==> src/rtl/secrtc_pkg.sv <==
package secrtc_pkg;
  localparam int unsigned CTRL_OFS  = 0;
  localparam int unsigned ACK_OFS   = 1;
  localparam int unsigned STAGE_OFS = 2;
  localparam int unsigned RUN_BIT   = 7;
  localparam int unsigned AEN_BIT   = 1;
  localparam int unsigned ACK_BIT   = 0;

  typedef enum logic [2:0] {
    RG_CTRL,
    RG_ACK,
    RG_STAGE,
    RG_LIVE,
    RG_CMP,
    RG_NONE
  } region_e;
endpackage

==> src/rtl/secrtc_counter.sv <==
module secrtc_counter #(
  parameter int TIME_W = 32
) (
  input  logic              clk,
  input  logic              rst_n,
  input  logic              run,
  input  logic              tick,
  input  logic              load,
  input  logic [TIME_W-1:0] load_val,
  output logic [TIME_W-1:0] cnt
);
  logic [TIME_W-1:0] cnt_q;

  // a load outranks a tick arriving in the same cycle
  always_ff @(posedge clk or negedge rst_n) begin
    if (!rst_n)
      cnt_q <= '0;
    else if (load)
      cnt_q <= load_val;
    else if (run && tick)
      cnt_q <= cnt_q + TIME_W'(1);
  end

  assign cnt = cnt_q;
endmodule

==> src/rtl/secrtc_alarm.sv <==
module secrtc_alarm #(
  parameter int TIME_W = 32
) (
  input  logic              clk,
  input  logic              rst_n,
  input  logic              enable,
  input  logic              ack,
  input  logic [TIME_W-1:0] cnt,
  input  logic [TIME_W-1:0] cmp,
  output logic              pend,
  output logic              irq
);
  logic pend_q;
  logic hit;

  assign hit = enable && (cnt == cmp);

  // acknowledge wins; a persisting match sets the status again a cycle later
  always_ff @(posedge clk or negedge rst_n) begin
    if (!rst_n)
      pend_q <= 1'b0;
    else if (ack)
      pend_q <= 1'b0;
    else if (hit)
      pend_q <= 1'b1;
  end

  assign pend = pend_q;
  assign irq  = pend_q & enable;
endmodule

==> src/rtl/secrtc_regbank.sv <==
module secrtc_regbank
  import secrtc_pkg::*;
#(
  parameter int TIME_W = 32,
  parameter int BYTE_W = 8,
  parameter int ADDR_W = 4
) (
  input  logic              clk,
  input  logic              rst_n,
  input  logic [ADDR_W-1:0] addr,
  input  logic              wr,
  input  logic              rd,
  input  logic [BYTE_W-1:0] wdata,
  output logic [BYTE_W-1:0] rdata,
  output logic              rvalid,
  input  logic [TIME_W-1:0] cnt,
  input  logic              pend,
  output logic              run_en,
  output logic              alm_en,
  output logic [TIME_W-1:0] cmp_val,
  output logic              load,
  output logic [TIME_W-1:0] load_val,
  output logic              ack
);
  localparam int NB        = TIME_W / BYTE_W;
  localparam int IW        = (NB > 1) ? $clog2(NB) : 1;
  localparam int LIVE_OFS  = STAGE_OFS + NB;
  localparam int CMP_OFS   = LIVE_OFS + NB;

  logic [BYTE_W-1:0] stage_q [NB];
  logic [BYTE_W-1:0] cmp_q   [NB];
  logic              run_q, aen_q;
  logic [BYTE_W-1:0] rdata_q, rd_mux;
  logic              rvalid_q;
  region_e           region;
  logic [IW-1:0]     idx;

  always_comb begin
    int unsigned a;
    a      = int'(addr);
    region = RG_NONE;
    idx    = '0;
    if (a == CTRL_OFS) begin
      region = RG_CTRL;
    end else if (a == ACK_OFS) begin
      region = RG_ACK;
    end else if (a >= STAGE_OFS && a < LIVE_OFS) begin
      region = RG_STAGE;
      idx    = IW'(a - STAGE_OFS);
    end else if (a >= LIVE_OFS && a < CMP_OFS) begin
      region = RG_LIVE;
      idx    = IW'(a - LIVE_OFS);
    end else if (a >= CMP_OFS && a < CMP_OFS + NB) begin
      region = RG_CMP;
      idx    = IW'(a - CMP_OFS);
    end
  end

  assign load = wr && (region == RG_STAGE) && (idx == '0);
  assign ack  = wr && (region == RG_ACK) && wdata[ACK_BIT];

  always_ff @(posedge clk or negedge rst_n) begin
    if (!rst_n) begin
      run_q <= 1'b0;
      aen_q <= 1'b0;
    end else if (wr && region == RG_CTRL) begin
      run_q <= wdata[RUN_BIT];
      aen_q <= wdata[AEN_BIT];
    end
  end

  for (genvar g = 0; g < NB; g++) begin : g_byte
    always_ff @(posedge clk or negedge rst_n) begin
      if (!rst_n)
        stage_q[g] <= '0;
      else if (wr && region == RG_STAGE && idx == IW'(g))
        stage_q[g] <= wdata;
    end

    always_ff @(posedge clk or negedge rst_n) begin
      if (!rst_n)
        cmp_q[g] <= '0;
      else if (wr && region == RG_CMP && idx == IW'(g))
        cmp_q[g] <= wdata;
    end

    assign cmp_val[g*BYTE_W +: BYTE_W] = cmp_q[g];

    // byte 0 of the loaded word comes straight from the bus
    if (g == 0) begin : g_lsb
      assign load_val[BYTE_W-1:0] = wdata;
    end else begin : g_upper
      assign load_val[g*BYTE_W +: BYTE_W] = stage_q[g];
    end
  end

  always_comb begin
    rd_mux = '0;
    unique case (region)
      RG_CTRL: begin
        rd_mux[RUN_BIT] = run_q;
        rd_mux[AEN_BIT] = aen_q;
      end
      RG_ACK:   rd_mux[ACK_BIT] = pend;
      RG_STAGE: rd_mux = stage_q[idx];
      RG_LIVE:  rd_mux = cnt[idx*BYTE_W +: BYTE_W];
      RG_CMP:   rd_mux = cmp_q[idx];
      default:  rd_mux = '0;
    endcase
  end

  always_ff @(posedge clk or negedge rst_n) begin
    if (!rst_n) begin
      rdata_q  <= '0;
      rvalid_q <= 1'b0;
    end else begin
      rvalid_q <= rd;
      if (rd)
        rdata_q <= rd_mux;
    end
  end

  assign rdata  = rdata_q;
  assign rvalid = rvalid_q;
  assign run_en = run_q;
  assign alm_en = aen_q;
endmodule

==> src/rtl/secrtc_top.sv <==
module secrtc_top #(
  parameter int TIME_W = 32,
  parameter int BYTE_W = 8,
  parameter int ADDR_W = 4
) (
  input  logic              clk,
  input  logic              rst_n,
  input  logic              tick_1hz,
  input  logic [ADDR_W-1:0] bus_addr,
  input  logic              bus_wr,
  input  logic              bus_rd,
  input  logic [BYTE_W-1:0] bus_wdata,
  output logic [BYTE_W-1:0] bus_rdata,
  output logic              bus_rvalid,
  output logic              alarm_irq
);
  logic [TIME_W-1:0] cnt_q;
  logic [TIME_W-1:0] cmp_val;
  logic [TIME_W-1:0] load_val;
  logic              run_en, alm_en, alm_pend, load, ack;

  secrtc_regbank #(
    .TIME_W(TIME_W), .BYTE_W(BYTE_W), .ADDR_W(ADDR_W)
  ) u_regs (
    .clk(clk), .rst_n(rst_n),
    .addr(bus_addr), .wr(bus_wr), .rd(bus_rd), .wdata(bus_wdata),
    .rdata(bus_rdata), .rvalid(bus_rvalid),
    .cnt(cnt_q), .pend(alm_pend),
    .run_en(run_en), .alm_en(alm_en), .cmp_val(cmp_val),
    .load(load), .load_val(load_val), .ack(ack)
  );

  secrtc_counter #(.TIME_W(TIME_W)) u_cnt (
    .clk(clk), .rst_n(rst_n),
    .run(run_en), .tick(tick_1hz),
    .load(load), .load_val(load_val),
    .cnt(cnt_q)
  );

  secrtc_alarm #(.TIME_W(TIME_W)) u_alm (
    .clk(clk), .rst_n(rst_n),
    .enable(alm_en), .ack(ack),
    .cnt(cnt_q), .cmp(cmp_val),
    .pend(alm_pend), .irq(alarm_irq)
  );
endmodule

==> config.mk <==
export PLATFORM = sky130hd
export DESIGN_NAME = secrtc_top
export DESIGN_NICKNAME = d
export VERILOG_FILES = /design/src/rtl/secrtc_pkg.sv /design/src/rtl/secrtc_counter.sv /design/src/rtl/secrtc_alarm.sv /design/src/rtl/secrtc_regbank.sv /design/src/rtl/secrtc_top.sv
export SDC_FILE = /design/constraint.sdc
export NUM_CORES = 1
export LEC_CHECK = 0
export ABC_AREA = 0
export BUFFER_PORTS_ARGS = -buffer_cell sky130_fd_sc_hd__buf_2
export CORE_ASPECT_RATIO = 1.75
export CORE_UTILIZATION = 35
export DETAILED_ROUTE_END_ITERATION = 10
export GPL_ROUTABILITY_DRIVEN = 0
export PLACE_DENSITY = 0.46
export SYNTH_ARGS = -nofsm -noshare
export SYNTH_HDL_FRONTEND = slang
export SYNTH_HIERARCHICAL = 1
export SYNTH_SLANG_ARGS = --single-unit
export TNS_END_PERCENT = 20
==> constraint.sdc <==
create_clock -name clk -period 2.77 [get_ports clk]
set_clock_uncertainty 0.1 [all_clocks]
set_input_delay 0.1385 -clock clk [delete_from_list [all_inputs] [get_ports clk]]
set_output_delay 0.1385 -clock clk [all_outputs]
set_load 0.02 [all_outputs]
# Yosys cells after proc, flatten, opt, wreduce, memory -nomap -nowiden
# Cells that the tools add are included.
[word_totals]
regBits = 108
latch_bits = 0
ramBits = 0
romBits = 0
in_bits = 17
output_inout_bits = 10
word_cells = 84
memories = 0
[op_classes]
n_addsub = 4
multipliers = 0
div_mod_pow = 0
magnitude_cmp = 7
n_eq_ne = 9
n_shift = 1
muxes = 24
bitwise = 2
reduce_logical = 23
[op_table]
columns = ["operator", "count"]
rows = [
  ["two-way mux 32 bit", 2],
  ["adder 32 x 1 -> 32 bit (second input constant)", 1],
  ["binary-select mux 8 bit (select 2 bit)", 2],
  ["equality test 32 bit", 1],
  ["two-way mux 8 bit", 4],
  ["indexed part select 32 x 6 -> 8 bit", 1],
  ["logical AND 1 bit", 18],
  ["one-hot mux 5 bit (3 select lines)", 1],
  ["two-way mux 3 bit", 4],
  ["one-hot mux 1 bit (4 select lines)", 3],
  ["two-way mux 2 bit", 5],
  ["less-than comparator 4 bit (second input constant)", 2],
  ["equality test 3 x 2 -> 1 bit (second input constant)", 2],
  ["subtractor 2 bit (second input constant)", 3],
  ["equality test 2 bit (second input constant)", 2],
  ["equality test 4 x 1 -> 1 bit (second input constant)", 1],
  ["greater-or-equal comparator 4 x 2 -> 1 bit (second input constant)", 1],
  ["greater-or-equal comparator 4 x 3 -> 1 bit (second input constant)", 1],
  ["greater-or-equal comparator 4 bit (second input constant)", 1],
  ["zero test 4 bit", 1],
  ["less-than comparator 4 x 3 -> 1 bit (second input constant)", 1],
  ["nonzero test 2 bit", 2],
  ["equality test 3 x 1 -> 1 bit (second input constant)", 1],
  ["equality test 3 bit (second input constant)", 1],
  ["7 further kinds", 9],
]

# Longest topological paths before layout
[depth]
ltp_word = 12
mapped_depth = 9
ltp_nobuf = 7

# Cells and area by module
# The synthesis kept the hierarchy.
[modules_own_cells]
columns = ["mod", "n_inst", "cells_per_inst", "area_per_inst_um2", "seq_area_each_um2"]
rows = [
  ["secrtc_regbank", 1, 321, 4108.9, 1876.8],
  ["secrtc_counter", 1, 225, 1943.1, 800.8],
  ["secrtc_alarm", 1, 47, 397.9, 25.0],
]

# Worst setup path after synthesis
# No wires, ideal clock.
[synth_timing]
path_type = "reg-to-reg"
startpoint = "register u_cnt.cnt_q[14] (netlist: u_cnt/cnt[14])"
endpoint = "register u_cnt.cnt_q[31] (netlist: u_cnt/cnt[31])"
setup_time_ns = 0.120
arrival_time_ns = 1.932
t_required_ns = 2.550
slack_ns = 0.619
stages_incl_launch_ff = 6
n_path_buf = 1
period_less_slack_ns = 2.151
path_cell_list = "dfrtp_1 nand4_2 or4_1 clkbuf_2 or4_1 a31o_1"
[synth_between]
elab_chain_len = 3
[synth_lines]
columns = ["item", "line_no", "rtl"]
rows = [
  ["start: declaration", "secrtc_counter.sv:12", "logic [TIME_W-1:0] cnt_q;"],
  ["start signal: assignment", "secrtc_counter.sv:19", "cnt_q <= load_val;"],
  ["start signal: assignment", "secrtc_counter.sv:21", "cnt_q <= cnt_q + TIME_W'(1);"],
  ["adder 32 x 1 -> 32 bit", "secrtc_counter.sv:21", ""],
  ["two-way mux 32 bit", "secrtc_counter.sv:20", "else if (run && tick)"],
  ["two-way mux 32 bit", "secrtc_counter.sv:18", "else if (load)"],
]
# No other way between the ends. The select of a mux whose other input is x is not followed.
# A chain may end at the register's enable or synchronous reset.

# Worst setup path after layout
[layout_timing]
startpoint = "register u_cnt.cnt_q[15] (netlist: u_cnt/cnt[15])"
endpoint = "register u_cnt.cnt_q[31] (netlist: u_cnt/cnt[31])"
# Same word-level chain as after synthesis.

==> reports/results.md <==
### CTS
- Clk Latency, worst-skew pair: 350 ps
- CTS clk-pin slew, worst paths: 70 ps
- clock tree from TritonCTS: built
- clock sink count: 108
- clock root cell: sky130_fd_sc_hd__clkbuf_16
- buffer count from post-CTS setup fixing: 0
- number of buffers on the longest clock path: 2
- Num CTS Buffers: 9
- H-tree depth: 3

### Cells and area
- share of post-route cells with drive strength above 1: 25.8%
- FF+latch area: 0.00270 mm²
- area added between synthesis and finish: 7.43%
- multi-input gate area in the final layout: 0.00330 mm²
- fillcell total: 1782
- total non-filler cell area in the finished layout: 0.00693 mm²
- Finished Layout Cells: 826
- diode insertion count for antenna repair: 0
- Post-layout nets: 605
- Core Util, Final: 38.4%

### Floorplan
- row cnt: 65
- x dimension of the die: 105 µm
- starting density of the core: 35.7%
- Total Die Area: 0.0190 mm²
- placeable core region: 0.0181 mm²
- # IOs: 27
- die height: 182 µm

### Placement
- detailed placer's ending HPWL: 14200 µm
- post-placement worst setup slack: 459 ps
- Placed Area: 0.00662 mm²
- # placed instances: 809
- Port-buffer cells: 26

### Route
- detail-routed via count per cell: 5.78
- number of nets with antenna violations after routing: 0
- Detailed Routing Iterations Pass 1: 5
- drt initial violations: 310
- post-detailed-route wirelength per cell: 23.5 µm
- Total Wirelength: 19400 µm
- Post-route DRC: 0
- routed vias: 4777

### Worst setup path
- arrival time at the worst endpoint: 2480 ps
- launch point of the worst path: u_cnt/cnt[15]
- reg2reg path depth: 4
- largest fanout of any net on the critical path: 8
- flop-to-flop setup slack: 440 ps
- critical path class: reg -> reg
- nature of the critical path endpoint: flip-flop
- required time of the critical path: 2920 ps
- worst setup path endpoint: u_cnt/cnt[31]
- Worst R2R Start: u_cnt/cnt[15]
- startpoint kind of the worst setup timing path: flip-flop
- Critical R2R Capture: u_cnt/cnt[31]

### GRT
- pin count of the biggest net entering global routing: 109
- first-pass GRT wire length: 29800 µm
- vias in the first global route: 4762
- global route overflow: 0
- initial antenna violation count: 0
- Total Routing Usage GR: 21.2%

### Synth
- number of library cell types mapped by synthesis: 58
- Yosys Warn Count: 6
- number of nets produced by synthesis: 611
- Seq cells post-synth: 108
- area share of the largest cell type after synthesis: 41.9%
- Post-Synthesis Cell Area: 0.00645 mm²
- Yosys top cell by area: sky130_fd_sc_hd__dfrtp_1
- ranking of synthesized cells by area: sky130_fd_sc_hd__dfrtp_1 (42%), sky130_fd_sc_hd__mux2_2 (11%), sky130_fd_sc_hd__mux2i_1 (5.0%), sky130_fd_sc_hd__buf_4 (4.3%), sky130_fd_sc_hd__xnor2_1 (3.9%)
- FFs w/ async S/R, synth: 100%
- sequential fraction of the synthesis area: 41.9%
- top_reg_cell synth: sky130_fd_sc_hd__dfrtp_1
- Cells after Synth: 593
- number of enable flip-flop cells after synthesis: 0
- Post-Synthesis Mean Instance Area: 10.9 µm²

### STA
- Slew HR: 50.1%
- RSZ-0062 raised after global routing: no
- Final Hold Viols: 0
- post-route fraction of the period consumed by the critical path: 84.1%
- slack of the critical path: 441 ps
- hold_ws: 15.0 ps
- maximum clock frequency: 0.429 GHz
- final-layout setup total negative slack: 0 ps
- count of endpoints failing setup in the final report: 0
- number of pins with negative max-slew slack in the final report: 0
- Tightest Pin Transition: 748 ps
- Tmin final: 2330 ps

### Run status
- result of the run: finished, final reports clean

### Flow run
- max-cap violation count: 0

### Min path
- worst hold path type: in -> reg

### Power and ir drop
- Peak supply drop: 0.000283 V
- final total power: 5.07 mW
- leakage dissipation: 2.83 nW
- power per cell area: 731 mW/mm²

[synth_stat cells, types with 5 or more instances]
cell type                  count
sky130_fd_sc_hd__nor2b_1       5
sky130_fd_sc_hd__nor4_1        7
sky130_fd_sc_hd__nand4_1      19
sky130_fd_sc_hd__xnor2_1      29
sky130_fd_sc_hd__a22oi_1       7
sky130_fd_sc_hd__o31ai_1      10
sky130_fd_sc_hd__a31oi_1      19
sky130_fd_sc_hd__or3_1         7
sky130_fd_sc_hd__buf_6         5
sky130_fd_sc_hd__clkbuf_1     14
sky130_fd_sc_hd__mux2i_1      32
sky130_fd_sc_hd__mux2_4       16
sky130_fd_sc_hd__o221ai_1     10
sky130_fd_sc_hd__or4_1        13
sky130_fd_sc_hd__dfrtp_1     108
sky130_fd_sc_hd__nor2_2        6
sky130_fd_sc_hd__nand3_1      21
sky130_fd_sc_hd__nand2_1      32
sky130_fd_sc_hd__nor3_1        5
sky130_fd_sc_hd__buf_4        37
sky130_fd_sc_hd__o22ai_1       7
sky130_fd_sc_hd__xor2_1       15
sky130_fd_sc_hd__inv_1        11
sky130_fd_sc_hd__nor2_1       20
sky130_fd_sc_hd__mux2_2       65
sky130_fd_sc_hd__o21ai_0      24
sky130_fd_sc_hd__and4_1        5
[cell usage in the layout (no fill, tap or decap), types with 6 or more instances in the layout]
cell	n
sky130_fd_sc_hd__a22oi_1	7
sky130_fd_sc_hd__a31oi_1	19
sky130_fd_sc_hd__buf_2	25
sky130_fd_sc_hd__buf_4	16
sky130_fd_sc_hd__clkbuf_16	9
sky130_fd_sc_hd__dfrtp_1	108
sky130_fd_sc_hd__inv_1	11
sky130_fd_sc_hd__mux2_2	65
sky130_fd_sc_hd__mux2_4	16
sky130_fd_sc_hd__mux2i_1	32
sky130_fd_sc_hd__nand2_1	32
sky130_fd_sc_hd__nand3_1	21
sky130_fd_sc_hd__nand4_1	19
sky130_fd_sc_hd__nor2_1	20
sky130_fd_sc_hd__nor2_2	6
sky130_fd_sc_hd__nor4_1	7
sky130_fd_sc_hd__o21ai_0	24
sky130_fd_sc_hd__o221ai_1	10
sky130_fd_sc_hd__o22ai_1	7
sky130_fd_sc_hd__o31ai_1	10
sky130_fd_sc_hd__or3_1	7
sky130_fd_sc_hd__or4_1	13
sky130_fd_sc_hd__xnor2_1	29
sky130_fd_sc_hd__xor2_1	15
[state kept, by name (all words and copies together) (netlist names)]
| signal | cells |
|---|---|
| u_regs/load_val | 24 |
| u_regs/run_en | 1 |
| u_alm/pend | 1 |
| u_regs/rvalid | 1 |
| u_cnt/cnt | 32 |
| u_regs/cmp_val | 32 |
| u_regs/stage_q | 8 |
| u_regs/rdata | 8 |
| u_regs/alm_en | 1 |
[logic make-up (layout without fill, tap and decap cells)]
kind of cell | Yosys count | count (layout) | share of synthesized area, %
AND/OR/NAND/NOR | 162 | 162 | 14.9
multiplexers | 115 | 115 | 20.6
flip-flops | 108 | 108 | 41.9
AO/OA/AOI/OAI | 91 | 91 | 9.49
buffers and inverters | 72 | 71 | 7.00
XOR/XNOR | 44 | 44 | 5.97
adder cells (fa/ha/maj) | 1 | 1 | 0.194
[worst max-delay path, stage by stage, from the launching register on]
cell and delay, ps:
sky130_fd_sc_hd__dfrtp_1 490, sky130_fd_sc_hd__nand4_2 200, sky130_fd_sc_hd__or4_1 690, sky130_fd_sc_hd__or4_1 520, sky130_fd_sc_hd__a31o_1 230
[where the power goes]
group	internal (mW)	switching [mW]
Clock	0.736	0.579
Combinational	0.674	0.613
Sequential	1.95	0.519
Total	3.36	1.71
[repair_timing]
| item | in CTS | in global routing |
|---|---|---|
| resized for setup | 0 | 0 |
| hold buffers | 1 | 0 |
| endpoints found under the hold margin | 108 | 0 |
[worst min path at each step]
stage	to	slack [ps]	startpoint	cells past startpoint
floorplan	u_alm/pend	-260	rst_n	0
global placement	u_regs/load_val[22]	170	rst_n	2
detailed placement	u_regs/load_val[20]	170	rst_n	2
CTS	u_regs/rvalid	10	bus_rd	1
global route	u_regs/rvalid	30	bus_rd	1
finish	u_regs/rvalid	10	bus_rd	1
[layer usage]
metal	share of wire, %	global-route usage, %	wire length [µm]	vias up
met4	4.0	10.6	774	0
li1	-	-	-	2167
met2	53	37.5	10300	132
met3	3.3	2.76	643	34
met1	40	25.1	7720	2444
met5	0	0	0	-
[final cells by class]
type,count,area share [%]
clock buffer,16,4.35
multi-input combinational,413,47.6
tap,234,4.23
timing repair buffer,44,4.26
inverter,11,0.596
sequential,108,39.0
Power figures use the tool's default switching activity.
